**config.mk**
```make
export PLATFORM = sky130hd
export DESIGN_NAME = miss_cause_classifier
export DESIGN_NICKNAME = d
export VERILOG_FILES = /design/src/rtl/mcc_pkg.sv /design/src/rtl/mcc_page_refs.sv /design/src/rtl/mcc_victim_tags.sv /design/src/rtl/mcc_counter_bank.sv /design/src/rtl/miss_cause_classifier.sv
export SDC_FILE = /design/constraint.sdc
export NUM_CORES = 2
export LEC_CHECK = 0
export ABC_AREA = 1
export BUFFER_PORTS_ARGS = -buffer_cell sky130_fd_sc_hd__buf_2
export CORE_ASPECT_RATIO = 1.25
export CORE_MARGIN = 4
export CORE_UTILIZATION = 35
export CTS_CLUSTER_SIZE = 30
export DETAILED_ROUTE_END_ITERATION = 12
export PLACE_DENSITY = 0.5
export SLEW_MARGIN = 20
export SYNTH_ARGS = -nofsm -noshare
export SYNTH_HDL_FRONTEND = slang
export SYNTH_HIERARCHICAL = 1
export SYNTH_SLANG_ARGS = --single-unit
```
**constraint.sdc**
```tcl
create_clock -name clk -period 7.95 [get_ports clk]
set_input_delay 0.3975 -clock clk [delete_from_list [all_inputs] [get_ports clk]]
set_output_delay 0.3975 -clock clk [all_outputs]
set_load 0.02 [all_outputs]
```
**src/rtl/mcc_pkg.sv**
```systemverilog
package mcc_pkg;
  typedef enum logic [2:0] {
    CAT_COMPULSORY = 3'd0,
    CAT_CAPACITY   = 3'd1,
    CAT_CONFLICT   = 3'd2,
    CAT_COHERENCY  = 3'd3,
    CAT_PREFETCH   = 3'd4,
    CAT_WRALLOC    = 3'd5,
    CAT_MISC       = 3'd6,
    CAT_TOTAL      = 3'd7
  } cause_e;

  localparam int NUM_CAUSE = 7;
  localparam int SEL_W     = 3;
endpackage

```
**src/rtl/mcc_page_refs.sv**
```systemverilog
module mcc_page_refs #(
  parameter int LINE_W     = 26,
  parameter int LIP_W      = 6,
  parameter int PT_ENTRIES = 16
) (
  input  logic              clk,
  input  logic              rst_n,
  input  logic              look_en,
  input  logic [LINE_W-1:0] look_line,
  output logic              first_touch
);
  localparam int LPP   = 1 << LIP_W;
  localparam int IDX_W = $clog2(PT_ENTRIES);
  localparam int TAG_W = LINE_W - LIP_W - IDX_W;

  logic [PT_ENTRIES-1:0] pg_vld;
  logic [TAG_W-1:0]      pg_tag  [PT_ENTRIES];
  logic [LPP-1:0]        pg_seen [PT_ENTRIES];

  logic [IDX_W-1:0] idx;
  logic [TAG_W-1:0] tag;
  logic [LIP_W-1:0] lidx;
  logic             tag_hit;

  assign lidx        = look_line[LIP_W-1:0];
  assign idx         = look_line[LIP_W +: IDX_W];
  assign tag         = look_line[LINE_W-1 -: TAG_W];
  assign tag_hit     = pg_vld[idx] && (pg_tag[idx] == tag);
  assign first_touch = !tag_hit || !pg_seen[idx][lidx];

  always_ff @(posedge clk) begin
    if (!rst_n) begin
      pg_vld <= '0;
    end else if (look_en) begin
      pg_vld[idx] <= 1'b1;
    end
  end

  always_ff @(posedge clk) begin
    if (look_en) begin
      if (tag_hit) begin
        pg_seen[idx][lidx] <= 1'b1;
      end else begin
        pg_tag[idx]  <= tag;
        pg_seen[idx] <= LPP'(1) << lidx;
      end
    end
  end
endmodule

```
**src/rtl/mcc_victim_tags.sv**
```systemverilog
module mcc_victim_tags #(
  parameter int LINE_W = 26,
  parameter int DEPTH  = 8
) (
  input  logic              clk,
  input  logic              rst_n,
  input  logic              push_en,
  input  logic [LINE_W-1:0] push_line,
  input  logic              probe_en,
  input  logic [LINE_W-1:0] probe_line,
  output logic              probe_hit
);
  localparam int PTR_W = (DEPTH > 1) ? $clog2(DEPTH) : 1;

  logic [DEPTH-1:0]  vb_vld;
  logic [LINE_W-1:0] vb_line [DEPTH];
  logic [DEPTH-1:0]  match;
  logic [PTR_W-1:0]  wptr;

  for (genvar g = 0; g < DEPTH; g++) begin : g_cmp
    assign match[g] = vb_vld[g] && (vb_line[g] == probe_line);
  end

  assign probe_hit = |match;

  always_ff @(posedge clk) begin
    if (!rst_n) begin
      vb_vld <= '0;
      wptr   <= '0;
    end else begin
      if (probe_en) begin
        vb_vld <= vb_vld & ~match;
      end
      if (push_en) begin
        vb_vld[wptr] <= 1'b1;
        wptr         <= (wptr == PTR_W'(DEPTH - 1)) ? '0 : wptr + 1'b1;
      end
    end
  end

  always_ff @(posedge clk) begin
    if (push_en) begin
      vb_line[wptr] <= push_line;
    end
  end
endmodule

```
**src/rtl/mcc_counter_bank.sv**
```systemverilog
module mcc_counter_bank
  import mcc_pkg::*;
#(
  parameter int CNT_W = 64
) (
  input  logic                 clk,
  input  logic                 rst_n,
  input  logic [NUM_CAUSE-1:0] bump,
  input  logic [SEL_W-1:0]     rd_sel,
  output logic [CNT_W-1:0]     rd_data
);
  localparam int NUM_CNT = NUM_CAUSE + 1;

  logic [CNT_W-1:0] cnt [NUM_CNT];

  for (genvar g = 0; g < NUM_CAUSE; g++) begin : g_cause
    always_ff @(posedge clk) begin
      if (!rst_n) begin
        cnt[g] <= '0;
      end else if (bump[g]) begin
        cnt[g] <= cnt[g] + 1'b1;
      end
    end
  end

  always_ff @(posedge clk) begin
    if (!rst_n) begin
      cnt[NUM_CAUSE] <= '0;
    end else begin
      cnt[NUM_CAUSE] <= cnt[NUM_CAUSE] + CNT_W'($countones(bump));
    end
  end

  always_comb begin
    rd_data = '0;
    if (int'(rd_sel) < NUM_CNT) begin
      rd_data = cnt[rd_sel];
    end
  end
endmodule

```
**src/rtl/miss_cause_classifier.sv**
```systemverilog
module miss_cause_classifier
  import mcc_pkg::*;
#(
  parameter int LINE_W     = 26,
  parameter int LIP_W      = 6,
  parameter int PT_ENTRIES = 16,
  parameter int VB_DEPTH   = 8,
  parameter int CNT_W      = 64
) (
  input  logic              clk,
  input  logic              rst_n,
  input  logic              req_valid,
  output logic              req_ready,
  input  logic [LINE_W-1:0] req_line,
  input  logic              req_prefetch,
  input  logic              req_wralloc,
  input  logic              req_demand,
  input  logic              evict_valid,
  input  logic [LINE_W-1:0] evict_line,
  input  logic              inval_valid,
  output logic              res_valid,
  output logic [2:0]        res_cat,
  input  logic [2:0]        rd_sel,
  output logic [CNT_W-1:0]  rd_data
);
  logic                 accept;
  logic                 first_touch;
  logic                 vb_hit;
  cause_e               cat;
  logic [NUM_CAUSE-1:0] bump;

  // Eviction notices own the victim buffer port in their cycle.
  assign req_ready = !evict_valid;
  assign accept    = req_valid && req_ready;

  mcc_page_refs #(
    .LINE_W    (LINE_W),
    .LIP_W     (LIP_W),
    .PT_ENTRIES(PT_ENTRIES)
  ) i_refs (
    .clk        (clk),
    .rst_n      (rst_n),
    .look_en    (accept),
    .look_line  (req_line),
    .first_touch(first_touch)
  );

  mcc_victim_tags #(
    .LINE_W(LINE_W),
    .DEPTH (VB_DEPTH)
  ) i_victims (
    .clk       (clk),
    .rst_n     (rst_n),
    .push_en   (evict_valid),
    .push_line (evict_line),
    .probe_en  (accept),
    .probe_line(req_line),
    .probe_hit (vb_hit)
  );

  always_comb begin
    if (req_prefetch)      cat = CAT_PREFETCH;
    else if (req_wralloc)  cat = CAT_WRALLOC;
    else if (!req_demand)  cat = CAT_MISC;
    else if (first_touch)  cat = CAT_COMPULSORY;
    else if (vb_hit)       cat = CAT_CONFLICT;
    else                   cat = CAT_CAPACITY;
  end

  always_comb begin
    bump = '0;
    if (accept)      bump[int'(cat)]           = 1'b1;
    if (inval_valid) bump[int'(CAT_COHERENCY)] = 1'b1;
  end

  always_ff @(posedge clk) begin
    if (!rst_n) begin
      res_valid <= 1'b0;
      res_cat   <= 3'd0;
    end else begin
      res_valid <= accept;
      if (accept) res_cat <= cat;
    end
  end

  mcc_counter_bank #(
    .CNT_W(CNT_W)
  ) i_counters (
    .clk    (clk),
    .rst_n  (rst_n),
    .bump   (bump),
    .rd_sel (rd_sel),
    .rd_data(rd_data)
  );
endmodule

```
==> summary.md <==
| Metric | Value |
|---|---|
| Count leader, synth | `nand2_1` |
| P_leak | `around 44 nW` |
| GR peak layer | `met2` |
| Final hold slack | `roughly 67 ps` |
| Final hold vios | `0` |
| Clk root buf | `clkbuf_16` |
| Hold Path Stages | `1` |
| Total gr overflow | `0` |
| Maximum root-to-sink buffer count | `4` |
| Worst-Margin Slew | `around 1400 ps` |
| YS warnings | `6` |
| P&R area growth vs syn | `11.9%` |
| Fin crit period | `around 6700 ps` |
| Antenna-violating nets left | `0` |
| Initial Util | `0.352` |
| Worst EP arrival | `around 7400 ps` |
| Multi-input logic area | `around 41,000 um2` |
| Share of layout cells above drive strength 1 | `0.0775` |
| Register bit total from synthesis | `between 2,000 and 2,500` |
| Total GRT Usage | `0.249` |
| DR DRC count | `0` |
| Clock skew | `between 90 and 100 ps` |
| Final WL | `402 mm` |
| Via count | `about 86,000` |
| Post-CTS Resized | `0` |
| Post-synth top area cell | `edfxtp_1` |
| Post-DP HPWL | `~280 mm` |
| Fill cells | `30,600` |
| Max_slew headroom | `0.0892` |
| DRT iter0 DRCs | `7,247` |
| RSZ-0062 raised after global routing | `no` |
| Largest net degree at the start of global routing | `171` |
| Crit path launch type | `input pin` |
| Clock sinks | `just over 2,000` |
| Peak supply drop | `between 150 and 200 uV` |
| Max Clk Rate | `150 MHz` |
| Routability Congestion | `just under 1` |
| CTS tree | `yes` |
| Outcome | `finished, final reports clean` |
| Post-synth top cells | `nand2_1 (3,638), nor2_1 (2,458), edfxtp_1 (1,936)` |
| # IOs | `about 130` |
| Slew Viols, Final | `0` |
| CP endpoint kind | `flip-flop` |
| CTS Hold Bufs | `39` |
| Syn nets | `between 10,000 and 15,000` |
| M2 GR Usage | `0.441` |
| Number of synthesized flops with an enable pin | `about 1,900` |
| Number of nets in the layout | `between 10,000 and 15,000` |
| Yosys cell types | `51` |
| First-pass GRT wire length | `roughly 580 mm` |
| CP max FO | `78` |
| H-tree depth | `4` |
| CTS Buf Count | `230` |
| Met3 Usage GRT | `0.0259` |
| Syn Area/Cell | `about 8.7 um2` |
| FF+latch area | `around 60,000 um2` |
| Synthesized area | `roughly 110,000 um2` |
| Worst skew pair latency | `~930 ps` |
| Top FF cell, synth | `edfxtp_1` |
| Drt via density | `around 5.3` |
| Initial antenna violation count | `8` |
| R2r worst-path depth | `35` |
| Floorplan core area | `between 300,000 and 400,000 um2` |
| MaxCap Viol Count | `0` |
| Rows | `approximately 230` |
| Crit path max-delay cell type | `nor2_1` |
| CP peak stage delay | `480 ps` |
| Vert. Die Dim | `approximately 620 um` |
| Period utilisation layout | `0.838` |
| Clk pin slew, worst setup/hold paths | `approximately 60 ps` |
| WL/cell | `24.5 um` |
| Post-synthesis sequential area ratio | `0.566` |
| Setup TNS Final | `0 ps` |
| Top cell type's share of synthesized area | `0.548` |
| PortBufs | `around 130` |
| # setup viols final | `0` |
| Hold Crit Class | `input pin to flip-flop` |
| GRT met1 Usage | `0.295` |
| Synth area leaders | `edfxtp_1 (55%), nand2_1 (13%), nor2_1 (8.7%)` |
| Die area | `slightly above 300,000 um2` |
| Vias in the first global route | `~84,000` |
| Power Total | `between 0.02 and 0.025 W` |
| WP data required | `8690 ps` |
| Pwr Density | `slightly above 200 nW/um2` |
| Post CTS Setup Buffer Count | `0` |
| Asr flop ratio synth | `0` |
| Die W | `between 500 and 600 um` |
| Mapped Cells | `between 10,000 and 15,000` |
| Critical path class | `input pin to flip-flop` |
| Drt pass-1 iters | `6` |
## worst max-delay path, delay by kind of cell
family,cells,cell delay (ps)
xor gates and xnor gates,1,170
adders and majority gates,5,2020
buffers and inverters,6,860
and+or+nand+nor,25,3730
## state kept, by name, summed over array words and instances (netlist names)
name / flops
i_refs/pg_tag: 256
i_refs/pg_vld: 16
res_cat: 3
i_victims/vb_vld: 8
i_counters/cnt: 512
i_victims/wptr: 3
i_refs/pg_seen: 1024
i_victims/vb_line: 208
res_valid: 1
## path summary, 6_finish.rpt
kind	startpoint	end	slack, ps
max	req_line[7]	i_counters/cnt[7][34]	1290
min	req_line[11]	i_refs/pg_tag[9][1]	70
min reg2reg	i_refs/pg_vld[10]	i_refs/pg_vld[10]	450
max reg2reg	i_refs/pg_seen[13][0]	i_counters/cnt[7][34]	1330
## placed cells by master (no fill, tap or decap), types with 39 or more instances in the layout
master,netlist,routed
nand2_1,3638,3612
nor2_1,2458,2447
edfxtp_1,1936,1936
inv_1,702,701
a21oi_1,661,661
o21ai_0,492,491
nand3_1,435,435
clkbuf_16,0,232
a22oi_1,202,202
nand4_1,161,161
buf_4,55,152
xnor2_1,142,142
buf_2,71,127
xor2_1,110,110
dfxtp_1,95,95
nor2_2,78,85
nand3b_1,76,76
nor3_1,67,67
a31oi_1,80,64
nor2_4,58,62
clkbuf_1,373,51
clkinv_2,2,48
clkinv_1,4,46
or2_0,40,40
dlygate4sd3_1,0,39
## routing by layer
layer	part of all wire	vias up	wire length (um)
met2	0.50	2601	201000
met5	0.000027	-	11
met4	0.064	2	25800
met1	0.39	42200	155000
met3	0.049	715	19600
li1	-	40600	-
## kinds of logic (layout without fill, tap and decap cells)
logic type	Yosys count	count (layout)	share of synthesized area
and+or+nand+nor	7147	7147	0.282
DFF	2031	2031	0.566
AOI/OAI and AO/OA	1480	1480	0.0762
buffers and inverters	1319	1502	0.0525
xor gates and xnor gates	252	252	0.0208
adders and majority gates	20	20	0.00264
other	0	6	0
## layout make-up
| cell class | count | share of cell area |
|---|---|---|
| inverter | 735 | 0.0236 |
| clock buffer | 285 | 0.0508 |
| clock inverter | 127 | 0.0101 |
| sequential | 2031 | 0.506 |
| multi-input combinational | 8899 | 0.343 |
| tap | 3972 | 0.0419 |
| timing repair buffer | 355 | 0.0243 |
| antenna | 6 | 0.000127 |
## through the flow
| stage | area (um2) | setup WS (ps) | util | cells |
|---|---|---|---|---|
| after detailed placement | 111000 | 592 | 0.369 | 16000 |
| final | 119000 | 1290 | 0.394 | 16400 |
| after CTS | 119000 | 1390 | 0.394 | 16400 |
| after global placement | 111000 | 523 | 0.369 | 16000 |
| after global routing | 119000 | 1070 | 0.394 | 16400 |
| after floorplan | 106000 | 2170 | - | 12200 |
## report_power, final
part | internal, W | switching, W | total [W]
sequential | 0.0119 | 0.000206 | 0.0122
combinational | 0.000436 | 0.00139 | 0.00182
clock | 0.00602 | 0.00451 | 0.0105
total | 0.0184 | 0.00610 | 0.0245
(Power assumes the default switching activity.)
